### src/rtl/ctrl_pkg.sv
package ctrl_pkg;

    localparam int INSTR_W  = 32;
    localparam int OPC_W    = 6;
    localparam int FUNCT_W  = 6;
    localparam int OPC_LSB  = INSTR_W - OPC_W;
    localparam int ALUCTL_W = 4;

    localparam logic [OPC_W-1:0] OPC_RTYPE = 6'h00;
    localparam logic [OPC_W-1:0] OPC_JUMP  = 6'h02;
    localparam logic [OPC_W-1:0] OPC_BEQ   = 6'h04;
    localparam logic [OPC_W-1:0] OPC_LOAD  = 6'h23;
    localparam logic [OPC_W-1:0] OPC_STORE = 6'h2B;

    localparam logic [FUNCT_W-1:0] FN_ADD = 6'h20;
    localparam logic [FUNCT_W-1:0] FN_SUB = 6'h22;
    localparam logic [FUNCT_W-1:0] FN_AND = 6'h24;
    localparam logic [FUNCT_W-1:0] FN_OR  = 6'h25;
    localparam logic [FUNCT_W-1:0] FN_SLT = 6'h2A;

    typedef enum logic [1:0] {
        ALUOP_ADD   = 2'b00,
        ALUOP_SUB   = 2'b01,
        ALUOP_FUNCT = 2'b10
    } alu_class_e;

    localparam logic [ALUCTL_W-1:0] ALU_AND = 4'b0000;
    localparam logic [ALUCTL_W-1:0] ALU_OR  = 4'b0001;
    localparam logic [ALUCTL_W-1:0] ALU_ADD = 4'b0010;
    localparam logic [ALUCTL_W-1:0] ALU_SUB = 4'b0110;
    localparam logic [ALUCTL_W-1:0] ALU_SLT = 4'b0111;

    typedef struct packed {
        logic       reg_dst;
        logic       alu_src;
        alu_class_e alu_op;
    } ex_grp_t;

    typedef struct packed {
        logic rd_en;
        logic wr_en;
        logic branch;
    } mem_grp_t;

    typedef struct packed {
        logic reg_wr;
        logic mem_to_reg;
    } wb_grp_t;

    typedef struct packed {
        ex_grp_t             ex;
        mem_grp_t            mem;
        wb_grp_t             wb;
        logic [FUNCT_W-1:0]  funct;
    } id_ex_t;

    typedef struct packed {
        mem_grp_t mem;
        wb_grp_t  wb;
        logic     zero;
    } ex_mem_t;

    typedef struct packed {
        wb_grp_t wb;
    } mem_wb_t;

    function automatic logic [ALUCTL_W-1:0] alu_fn_map(input logic [FUNCT_W-1:0] fn);
        logic [ALUCTL_W-1:0] r;
        case (fn)
            FN_ADD:  r = ALU_ADD;
            FN_SUB:  r = ALU_SUB;
            FN_AND:  r = ALU_AND;
            FN_OR:   r = ALU_OR;
            FN_SLT:  r = ALU_SLT;
            default: r = ALU_ADD;
        endcase
        return r;
    endfunction

endpackage

### src/rtl/ctrl_main_decode.sv
module ctrl_main_decode
    import ctrl_pkg::*;
(
    input  logic [OPC_W-1:0] opcode,
    output ex_grp_t          ex_o,
    output mem_grp_t         mem_o,
    output wb_grp_t          wb_o
);

    always_comb begin
        ex_o  = '0;
        mem_o = '0;
        wb_o  = '0;
        case (opcode)
            OPC_RTYPE: begin
                ex_o.reg_dst = 1'b1;
                ex_o.alu_op  = ALUOP_FUNCT;
                wb_o.reg_wr  = 1'b1;
            end
            OPC_LOAD: begin
                ex_o.alu_src    = 1'b1;
                ex_o.alu_op     = ALUOP_ADD;
                mem_o.rd_en     = 1'b1;
                wb_o.reg_wr     = 1'b1;
                wb_o.mem_to_reg = 1'b1;
            end
            OPC_STORE: begin
                ex_o.alu_src = 1'b1;
                ex_o.alu_op  = ALUOP_ADD;
                mem_o.wr_en  = 1'b1;
            end
            OPC_BEQ: begin
                ex_o.alu_op  = ALUOP_SUB;
                mem_o.branch = 1'b1;
            end
            OPC_JUMP: begin
                ex_o  = '0;
                mem_o = '0;
                wb_o  = '0;
            end
            default: begin
                ex_o  = '0;
                mem_o = '0;
                wb_o  = '0;
            end
        endcase
    end

endmodule

### src/rtl/ctrl_alu_decode.sv
module ctrl_alu_decode
    import ctrl_pkg::*;
(
    input  alu_class_e          alu_op,
    input  logic [FUNCT_W-1:0]  funct,
    output logic [ALUCTL_W-1:0] alu_ctl
);

    always_comb begin
        case (alu_op)
            ALUOP_ADD:   alu_ctl = ALU_ADD;
            ALUOP_SUB:   alu_ctl = ALU_SUB;
            ALUOP_FUNCT: alu_ctl = alu_fn_map(funct);
            default:     alu_ctl = ALU_ADD;
        endcase
    end

endmodule

### src/rtl/ctrl_stage_reg.sv
module ctrl_stage_reg #(
    parameter type T = logic
) (
    input  logic clk,
    input  logic rst,
    input  logic clr,
    input  T     d,
    output T     q
);

    always_ff @(posedge clk) begin
        if (rst || clr) begin
            q <= '0;
        end else begin
            q <= d;
        end
    end

endmodule

### src/rtl/pipe_ctrl.sv
module pipe_ctrl
    import ctrl_pkg::*;
(
    input  logic                clk,
    input  logic                rst,
    input  logic [INSTR_W-1:0]  if_id_instr,
    input  logic                bubble_ex,
    input  logic                bubble_mem,
    input  logic                bubble_wb,
    input  logic                ex_zero,
    output logic                ex_reg_dst,
    output logic                ex_alu_src,
    output logic [1:0]          ex_alu_op,
    output logic [ALUCTL_W-1:0] ex_alu_ctl,
    output logic                mem_read,
    output logic                mem_write,
    output logic                mem_branch,
    output logic                branch_taken,
    output logic                wb_reg_write,
    output logic                wb_mem_to_reg
);

    logic [OPC_W-1:0]   id_opc;
    logic [FUNCT_W-1:0] id_fn;
    logic               unused_instr_fields;

    assign id_opc = if_id_instr[INSTR_W-1:OPC_LSB];
    assign id_fn  = if_id_instr[FUNCT_W-1:0];
    assign unused_instr_fields = ^if_id_instr[OPC_LSB-1:FUNCT_W];

    ex_grp_t  id_ex_g;
    mem_grp_t id_mem_g;
    wb_grp_t  id_wb_g;

    ctrl_main_decode u_dec (
        .opcode (id_opc),
        .ex_o   (id_ex_g),
        .mem_o  (id_mem_g),
        .wb_o   (id_wb_g)
    );

    id_ex_t  idex_d,  idex_q;
    ex_mem_t exmem_d, exmem_q;
    mem_wb_t memwb_d, memwb_q;

    assign idex_d = '{ex: id_ex_g, mem: id_mem_g, wb: id_wb_g, funct: id_fn};

    ctrl_stage_reg #(.T(id_ex_t)) u_idex (
        .clk (clk),
        .rst (rst),
        .clr (bubble_ex),
        .d   (idex_d),
        .q   (idex_q)
    );

    assign exmem_d = '{mem: idex_q.mem, wb: idex_q.wb, zero: ex_zero};

    ctrl_stage_reg #(.T(ex_mem_t)) u_exmem (
        .clk (clk),
        .rst (rst),
        .clr (bubble_mem),
        .d   (exmem_d),
        .q   (exmem_q)
    );

    assign memwb_d = '{wb: exmem_q.wb};

    ctrl_stage_reg #(.T(mem_wb_t)) u_memwb (
        .clk (clk),
        .rst (rst),
        .clr (bubble_wb),
        .d   (memwb_d),
        .q   (memwb_q)
    );

    ctrl_alu_decode u_aluctl (
        .alu_op  (idex_q.ex.alu_op),
        .funct   (idex_q.funct),
        .alu_ctl (ex_alu_ctl)
    );

    assign ex_reg_dst    = idex_q.ex.reg_dst;
    assign ex_alu_src    = idex_q.ex.alu_src;
    assign ex_alu_op     = idex_q.ex.alu_op;
    assign mem_read      = exmem_q.mem.rd_en;
    assign mem_write     = exmem_q.mem.wr_en;
    assign mem_branch    = exmem_q.mem.branch;
    assign branch_taken  = exmem_q.mem.branch & exmem_q.zero;
    assign wb_reg_write  = memwb_q.wb.reg_wr;
    assign wb_mem_to_reg = memwb_q.wb.mem_to_reg;

endmodule

### config.mk
export PLATFORM = sky130hd
export DESIGN_NAME = pipe_ctrl
export DESIGN_NICKNAME = d
export VERILOG_FILES = /design/src/rtl/ctrl_pkg.sv /design/src/rtl/ctrl_main_decode.sv /design/src/rtl/ctrl_alu_decode.sv /design/src/rtl/ctrl_stage_reg.sv /design/src/rtl/pipe_ctrl.sv
export SDC_FILE = /design/constraint.sdc
export NUM_CORES = 1
export LEC_CHECK = 0
export ABC_CLOCK_PERIOD_IN_PS = 1550
export BUFFER_PORTS_ARGS = -buffer_cell sky130_fd_sc_hd__buf_2
export CORE_UTILIZATION = 39
export CTS_CLUSTER_DIAMETER = 50
export CTS_CLUSTER_SIZE = 16
export DETAILED_ROUTE_END_ITERATION = 8
export PLACE_DENSITY = 0.72
export SLEW_MARGIN = 0
export SYNTH_ARGS = -nofsm -noshare
export SYNTH_HDL_FRONTEND = slang
export SYNTH_SLANG_ARGS = --single-unit
### constraint.sdc
create_clock -name clk -period 1.55 [get_ports clk]
set_clock_uncertainty 0.15 [all_clocks]
set_input_delay 0.0775 -clock clk [delete_from_list [all_inputs] [get_ports clk]]
set_output_delay 0.0775 -clock clk [all_outputs]
set_load 0.05 [all_outputs]
==> results.tsv, run 1 <==
metric	value	unit
CTS clock-pin slew for the worst setup and hold paths	120	ps
final worst-path cycle share	116.6	%
synthesized instance count	69	
non-filler cells, final	146	
worst setup margin	-256.9	ps
1st-pass router iterations	4	
total CTS buffers	3	
worst path cell trace	inv_2, ha_4, nor4bb_4, a32o_2, buf_8	
CP max FO	2	
Post-Syn Area	747.0	µm²
WS Path Type	reg -> out	
syn_nets	109	
ANT cells	0	
violated checks	setup timing	
Clock Sinks	21	
initial DRC count	6	
Slew Limit Fails	0	
final hold vios	0	
Routed wire per std cell	11.25	µm
DRC viols	0	
vias per inst	4.534	
fmax	0.5534	GHz
initial antenna violation count	0	
most frequent cells in the layout	buf_2 (27), dfxtp_1 (19), dlygate4sd3_1 (18)	
Clock Latency Late Sink	300	ps
CP required	1320	ps
VDD IR max	0.0003874	V
Seq pwr share	60.8	%
share of cells above drive strength 1	42.15	%
die area	0.002094	mm²
outcome	finished with violations	
nets@finish	162	
Min-Delay Path Class	in -> reg	
first-pass GRT wire length	2.808	mm
max-cap violation count	0	
utilization after layout	69.15	%
Die W	45.77	µm
crit-path leading delay family	flip-flops	
Core Area	0.001764	mm²
GR Overflow Total	0	
Total Routing Usage GR	19.67	%
Die Ht	45.77	µm
Critical Path Start Type	flip-flop	
vias in the first global route	668	
Avg Cell Area, Syn	10.83	µm²
dpl hpwl	1.019	mm
slowest stage delay, CP	360	ps
slowest stage cell on the critical path	dfxtp_2	
number of buffers and inverters on the critical path	2	
clock buffer depth	2	
post-route ant nets	0	
Synth cell types	20	
Initial Utilization	42.34	%
internal power	702.9	µW
TNS Setup	-618.5	ps
Final Cell Area	0.001220	mm²
switch share	22.80	%
port bufs	30	
Crit. End Element	primary output	
part of the power in the clock network	28.5	%
final setup violating endpoints	3	
DP Area	955.9	µm²
PwrDens	746.3	mW/mm²
RD Place Congestion	0.7527	
Tmin final	1807	ps
CTS tree	built	
Site Rows	15	
Syn. warnings	0	
CTS root buf	clkbuf_4	
RSZ-0062 raised after global routing	true	
Crit path arrival time	1580	ps
placed cell count	124	
FF+latch count, synth	21	
Detailed Route WL	1.642	mm
pin count of the biggest net entering global routing	14	
Sw Pwr	207.6	µW
Logic pwr share	10.7	%
top-level port count	52	
commonest non-fill, non-tap cell in the layout	buf_2	
post-synthesis sequential area ratio	56.28	%
P&R area growth vs syn	63.32	%
Lkg Pwr	0.5329	nW
vias	662	
Layout fillers	137	
Post-CTS Setup Bufs	0	
H-tree depth	1	
[sequential cells by signal, indices dropped and copies added, names as in the netlist]
signal,count
u_exmem.q,5
u_idex.q,14
u_memwb.q,2
[timing repair]
| item | in CTS | in global routing |
|---|---|---|
| resized for setup | 13 | 2 |
| hold buffers | 19 | 0 |
| endpoints found under the setup margin | 3 | 6 |
| pin swaps | 5 | 2 |
| endpoints found under the hold margin | 21 | 0 |
[cells in the mapped netlist]
master / number / area [µm²]
buf_4: 3 / 22.52
ha_1: 2 / 25.02
nor4b_1: 2 / 17.52
a31oi_1: 1 / 6.260
a32o_1: 1 / 10.01
nor2_1: 4 / 15.01
nor3b_1: 2 / 15.01
or4_4: 1 / 11.26
or3_4: 1 / 11.26
nor4bb_1: 3 / 30.03
conb_1: 1 / 3.750
nor3_1: 5 / 25.02
dfxtp_1: 21 / 420.4
nand3_1: 1 / 5.000
a211oi_2: 1 / 12.51
nor4_1: 2 / 12.51
and2_1: 12 / 75.07
o21a_1: 1 / 7.510
or3_1: 1 / 6.260
inv_1: 4 / 15.01
[through the flow]
step / power (mW) / worst slack, ps / hold WS, ps
2_1_floorplan: 0.5941 / 2.470 / -7.854
3_3_place_gp: 0.6223 / -68.39 / 106.0
3_5_place_dp: 0.6248 / -72.17 / 110.3
4_1_cts: 0.9142 / -260.5 / 288.9
5_1_grt: 0.9592 / -354.1 / 22.43
6_report: 0.9105 / -256.9 / 2.574
[cells by family after synthesis]
kind of cell               count (synthesis)  share of synthesized area [%]
AOI/OAI and AO/OA                          4                          4.858
buffers and inverters                      7                          5.024
adders and majority gates                  2                          3.350
other                                      1                         0.5020
and+or+nand+nor                           34                          29.98
DFF                                       21                          56.28
[final timing paths]
kind                         from       endpoint  slack, ps  depth (start not counted)
setup / recovery     u_idex.q[11]  ex_alu_ctl[2]       -260                          5
setup reg to reg     u_exmem.q[2]   u_memwb.q[1]        240                          2
hold / removal    if_id_instr[31]   u_idex.q[10]          3                          3
hold reg to reg       u_idex.q[7]   u_exmem.q[2]        290                          1
[power by group through the flow]
stage / sequential [mW] / combinational (mW) / clock, mW
6_report: 0.554 / 0.0973 / 0.259
5_1_grt: 0.555 / 0.106 / 0.298
4_1_cts: 0.553 / 0.0952 / 0.266
3_5_place_dp: 0.565 / 0.0597 / 0
3_3_place_gp: 0.565 / 0.0574 / 0
2_1_floorplan: 0.565 / 0.0291 / 0
[area by class of cell]
type | count | area [µm²] | share of cell area, %
sequential | 21 | 422.9 | 34.67
timing repair buffer | 51 | 375.4 | 30.77
multi-input combinational | 41 | 345.3 | 28.31
tap | 25 | 31.28 | 2.564
clock buffer | 3 | 22.52 | 1.846
inverter | 4 | 15.01 | 1.231
clock inverter | 1 | 7.507 | 0.6154
[tightest hold or removal path, delay by kind of cell]
| kind | cells | cell delay, ps |
|---|---|---|
| and+or+nand+nor | 2 | 250 |
| buffers and inverters | 1 | 100 |
[routing by layer]
metal / vias up / track usage, % / part of all wire, %
met5: - / 0 / 0
met4: 0 / 7.059 / 0.73
met3: 2 / 3.571 / 3.7
met2: 18 / 36.86 / 56
met1: 302 / 21.84 / 40
li1: 340 / - / -
(Power assumes the default switching activity.)
==> inputs of run 2 (changes only) <==
--- a/config.mk
+++ b/config.mk
@@ -12,6 +12,7 @@
 export CTS_CLUSTER_SIZE = 16
 export DETAILED_ROUTE_END_ITERATION = 8
 export PLACE_DENSITY = 0.72
+export REMOVE_ABC_BUFFERS = 1
 export SLEW_MARGIN = 0
 export SYNTH_ARGS = -nofsm -noshare
 export SYNTH_HDL_FRONTEND = slang
==> run 2 against run 1 <==
The run still ends with setup timing left. First-iteration DRC count is 33% lower. Setup slack worse by 1.1 ps. Wire length is 3.3% lower. Critical endpoint unchanged. Largest cell class unchanged.
==> results.tsv, run 2 (synthesis results as in run 1) <==
metric	value	unit	change
Lkg Pwr	0.5281	nW	-0.90%
Tmin final	1808	ps	+1.100 ps
RD Place Congestion	0.7781		+3.4%
worst path cell trace	inv_2, ha_4, nor4bb_4, a32o_2, buf_6		
nets@finish	161		-0.62%
Seq pwr share	62.1	%	+1.3 points
dpl hpwl	954.7	µm	-6.3%
worst setup margin	-258.0	ps	-1.100 ps
pin count of the biggest net entering global routing	12		-2
ANT cells	0		unchanged
VDD IR max	0.0004817	V	+24%
WP depth	5		unchanged
Clock Sinks	21		unchanged
RSZ-0062 raised after global routing	true		
most frequent cells in the layout	buf_2 (27), dfxtp_1 (19), dlygate4sd3_1 (16)		
Die Ht	45.77	µm	unchanged
Critical Path Start Type	flip-flop		
total CTS buffers	3		unchanged
Crit path arrival time	1580	ps	about the same
outcome	finished with violations		
RR Startpoint	u_exmem.q[5]		
Logic pwr share	10.2	%	-0.5 points
Total Routing Usage GR	17.26	%	-2.4 points
top-level port count	52		unchanged
CP required	1320	ps	about the same
Crit. End Element	primary output		
part of the power in the clock network	27.7	%	-0.8 points
1st-pass router iterations	5		+1
initial antenna violation count	0		unchanged
Detailed Route WL	1.588	mm	-3.3%
vias in the first global route	567		-15%
final setup violating endpoints	3		unchanged
post-route ant nets	0		unchanged
Slew Limit Fails	0		unchanged
CP max FO	2		unchanged
violated checks	setup timing		
WS Path Type	reg -> out		
P&R area growth vs syn	56.95	%	
worst r2r path cells	2		unchanged
PwrDens	759.6	mW/mm²	+1.8%
switch share	21.32	%	-1.5 points
share of cells above drive strength 1	38.33	%	-3.8 points
Routed wire per std cell	10.95	µm	-2.6%
total power	890.5	µW	-2.2%
Sw Pwr	189.8	µW	-8.6%
M1 GR Usage	19.80	%	-2.0 points
Min-Delay Path Depth	3		unchanged
port bufs	30		unchanged
layer with the highest usage	met2		
number of buffers and inverters on the critical path	2		unchanged
CTS clock-pin slew for the worst setup and hold paths	110	ps	about the same
CTS root buf	clkbuf_4		
die area	0.002094	mm²	unchanged
internal power	700.7	µW	-0.32%
vias per inst	4.462		-1.6%
Site Rows	15		unchanged
Die W	45.77	µm	unchanged
CTS tree	built		
first-pass GRT wire length	2.525	mm	-10%
slowest stage cell on the critical path	dfxtp_2		
crit-path leading delay family	flip-flops		
commonest non-fill, non-tap cell in the layout	buf_2		
slowest stage delay, CP	350	ps	about the same
Core Area	0.001764	mm²	unchanged
Reg2Reg Setup Slack	290	ps	+50 ps
vias	647		-2.3%
clock buffer depth	2		unchanged
Worst R2R End	u_memwb.q[0]		
Min-Delay Path Class	in -> reg		
crit path launch	u_idex.q[11]		
initial DRC count	4		-2
max reg flops	14		unchanged
max-cap violation count	0		unchanged
non-filler cells, final	145		-0.68%
final hold vios	0		unchanged
final worst-path cycle share	116.6	%	about the same
met2 global-route usage	31.71	%	-5.1 points
Initial Utilization	42.34	%	unchanged
CP endpoint	ex_alu_ctl[2]		
placed cell count	124		unchanged
register bank with the most flops	u_idex.q		
H-tree depth	1		unchanged
GR Overflow Total	0		unchanged
met3 Use GR	3.571	%	unchanged
Clock Latency Late Sink	280	ps	-20 ps
biggest regs	u_idex.q x14, u_exmem.q x5, u_memwb.q x2		
DRC viols	0		unchanged
fmax	0.5531	GHz	about the same
[run 2: per-layer routing]
| layer | vias to the layer above | routed length, µm |
|---|---|---|
| met3 | 4 | 57 |
| met5 | - | 0 |
| met4 | 0 | 24 |
| li1 | 336 | - |
| met2 | 22 | 825 |
| met1 | 285 | 680 |
[run 2: how the worst min path moves through the flow]
stage                         start           end  slack, ps
floorplan           if_id_instr[30]   u_idex.q[7]         -8
global placement          bubble_wb  u_memwb.q[0]        110
detailed placement        bubble_wb  u_memwb.q[0]        110
CTS                 if_id_instr[31]  u_idex.q[13]          9
global route        if_id_instr[31]  u_idex.q[13]         30
finish              if_id_instr[31]  u_idex.q[13]          8
[run 2: worst min-delay path: stages]
cell and delay, ps:
buf_2 100, nand3_1 160, nor3_1 60
[run 2: metrics by stage]
stage / setup TNS, ps / setup slack (ps) / utilization, % / hold WS, ps / cell area, µm²
floorplan: -1799 / -658.7 / - / -7.854 / 724.4
global placement: -223.2 / -135.7 / 52.62 / 106.6 / 928.4
detailed placement: -323.5 / -183.3 / 52.62 / 112.5 / 928.4
CTS: -520.3 / -207.4 / 65.82 / 8.575 / 1161
global route: -924.1 / -336.0 / 66.45 / 29.52 / 1172
finish: -712.9 / -258.0 / 66.45 / 7.929 / 1172
[run 2: power groups by stage]
stage                     logic, mW  registers [mW]  clock network (mW)
after floorplan              0.0255           0.565                   0
after global placement       0.0568           0.564                   0
after detailed placement     0.0586           0.564                   0
after CTS                    0.0887           0.553               0.243
after global routing         0.0990           0.555               0.268
final                        0.0910           0.553               0.246
[run 2: final cells by class]
class                   instances  area (µm²)
repair buffers                 50       359.1
flip-flops and latches         21       422.9
well taps                      25       31.28
inverters                       4       15.01
fillers                       155       591.8
multi-input cells              41       317.8
clock buffers                   4       26.28
[run 2: timing repair]
| action | in CTS | in global routing |
|---|---|---|
| resized for setup | 12 | 1 |
| endpoints found under the hold margin | 21 | 0 |
| endpoints found under the setup margin | 3 | 3 |
| hold buffers | 16 | 0 |
| pin swaps | 4 | 0 |
| setup buffers | 0 | 1 |
==> inputs of run 3 (changes only) <==
--- a/config.mk
+++ b/config.mk
@@ -13,6 +13,7 @@
 export DETAILED_ROUTE_END_ITERATION = 8
 export PLACE_DENSITY = 0.72
 export REMOVE_ABC_BUFFERS = 1
+export SKIP_CTS_REPAIR_TIMING = 1
 export SLEW_MARGIN = 0
 export SYNTH_ARGS = -nofsm -noshare
 export SYNTH_HDL_FRONTEND = slang
==> run 3 against run 2 <==
The run still ends with setup timing left. Combinational power is 2.9% lower. Register-to-register slack hardly changed. Largest power group unchanged. Highest routed layer unchanged. Maximum frequency is 0.69% higher. Sequential share of layout area is 0.39 points higher. Cell area is 1.1% lower. Critical path type unchanged. First-iteration DRC count grew to 2.5 times the previous value.
==> results.tsv, run 3 (synthesis results as in run 1) <==
metric	value	unit	change
Min-Delay Path Class	in -> reg		
most frequent cells in the layout	buf_2 (27), dfxtp_1 (19), dlygate4sd3_1 (15)		
Tmin final	1796	ps	-12.38 ps
Initial Utilization	42.34	%	unchanged
Lkg Pwr	0.5238	nW	-0.80%
Critical Path Start Type	flip-flop		
CTS clock-pin slew for the worst setup and hold paths	100	ps	about the same
Die Ht	45.77	µm	unchanged
TNS Setup	-601.4	ps	+111.5 ps
ANT cells	0		unchanged
initial antenna violation count	0		unchanged
Core Area	0.001764	mm²	unchanged
Routed wire per std cell	10.98	µm	+0.25%
port bufs	30		unchanged
RR Startpoint	u_exmem.q[2]		
Crit. End Element	primary output		
nets@finish	159		-1.2%
die area	0.002094	mm²	unchanged
RD Place Congestion	0.7781		unchanged
register bank with the most flops	u_idex.q		
pin count of the biggest net entering global routing	12		unchanged
Worst Hold End	u_idex.q[13]		
CP required	1320	ps	about the same
top-level port count	52		unchanged
fmax	0.5569	GHz	+0.69%
CTS root buf	clkbuf_4		
Die W	45.77	µm	unchanged
final worst-path cycle share	115.8	%	-0.80 points
initial DRC count	10		+6
max-cap violation count	0		unchanged
final setup violating endpoints	3		unchanged
worst path cell trace	inv_2, ha_4, nor4bb_4, a32o_2, buf_8		
post-route ant nets	0		unchanged
max reg flops	14		unchanged
1st-pass router iterations	4		-1
Clock Latency Late Sink	290	ps	about the same
slowest stage cell on the critical path	dfxtp_2		
slowest stage delay, CP	350	ps	about the same
biggest regs	u_idex.q x14, u_exmem.q x5, u_memwb.q x2		
hold_sp	if_id_instr[27]		
RSZ-0062 raised after global routing	true		
vias per inst	4.559		+2.2%
violated checks	setup timing		
top layer in use	met4		
VDD IR max	0.0004548	V	-5.6%
worst r2r path cells	2		unchanged
Total Routing Usage GR	12.39	%	-4.9 points
worst setup margin	-245.6	ps	+12.38 ps
Crit path arrival time	1570	ps	about the same
Reg2Reg Setup Slack	290	ps	about the same
Worst R2R End	u_memwb.q[1]		
total CTS buffers	3		unchanged
Slew Limit Fails	0		unchanged
dpl hpwl	954.7	µm	unchanged
Detailed Route WL	1.570	mm	-1.1%
M1 WL	653	µm	-4.0%
Site Rows	15		unchanged
share of cells above drive strength 1	38.98	%	+0.65 points
non-filler cells, final	143		-1.4%
P&R area growth vs syn	55.28	%	
Min-Delay Path Depth	3		unchanged
placed cell count	124		unchanged
DP Area	928.4	µm²	unchanged
Clock Sinks	21		unchanged
CP max FO	2		unchanged
first-pass GRT wire length	1.821	mm	-28%
DRC viols	0		unchanged
vias in the first global route	455		-20%
GR Overflow Total	0		unchanged
CTS tree	built		
utilization after layout	65.74	%	-0.71 points
commonest non-fill, non-tap cell in the layout	buf_2		
Met2 Wirelength	825	µm	unchanged
clock buffer depth	2		unchanged
PwrDens	762.7	mW/mm²	+0.42%
Setup WS pre-CTS	-183.3	ps	unchanged
WS Path Type	reg -> out		
H-tree depth	1		unchanged
outcome	finished with violations		
met3 wire len	68	µm	+19%
Final Cell Area	0.001160	mm²	-1.1%
vias	652		+0.77%
final hold vios	0		unchanged
[run 3: changes by cell type in the layout (fill, tap and decap cells not counted), sizes merged]
cell	before	now
buf	34	33
dlygate4sd3	16	15
[run 3: per-stage QoR]
stage | hold slack [ps] | power [mW]
2_1_floorplan | -7.854 | 0.5907
3_3_place_gp | 106.6 | 0.6212
3_5_place_dp | 112.5 | 0.6231
4_1_cts | -197.7 | 0.8541
5_1_grt | 21.23 | 0.9177
6_report | 2.469 | 0.8847
[run 3: worst max-delay path, delay by kind of cell (launching register included)]
kind	cells	cell delay, ps
AO/OA/AOI/OAI	1	230
flip-flops	1	350
buffers and inverters	2	180
AND/OR/NAND/NOR	1	300
adder cells (fa/ha/maj)	1	220
[run 3: how the worst max path moves through the flow]
stage | startpoint | endpoint | slack (ps)
finish | u_idex.q[11] | ex_alu_ctl[2] | -250
global route | u_idex.q[11] | ex_alu_ctl[2] | -320
CTS | u_idex.q[11] | ex_alu_ctl[2] | -500
detailed placement | u_idex.q[11] | ex_alu_ctl[2] | -180
global placement | u_idex.q[11] | ex_alu_ctl[2] | -140
floorplan | u_idex.q[11] | ex_alu_ctl[1] | -660
[run 3: per-layer routing]
metal  vias up  global-route usage [%]
met5         -                       0
met3         4                   3.571
met1       293                   13.86
li1        331                       -
met2        24                   21.71
met4         0                   5.294
[run 3: area by class of cell]
class | instances | area, µm²
clock buffers | 4 | 26.28
fillers | 161 | 604.3
inverters | 4 | 15.01
multi-input cells | 41 | 322.8
flip-flops and latches | 21 | 422.9
well taps | 25 | 31.28
repair buffers | 48 | 341.6
[run 3: power breakdown]
| part | switching, mW | total, mW | internal [mW] |
|---|---|---|---|
| registers | 0.00557 | 0.553 | 0.548 |
| clock network | 0.143 | 0.243 | 0.0998 |
| logic | 0.0371 | 0.0884 | 0.0513 |
| total | 0.186 | 0.885 | 0.699 |
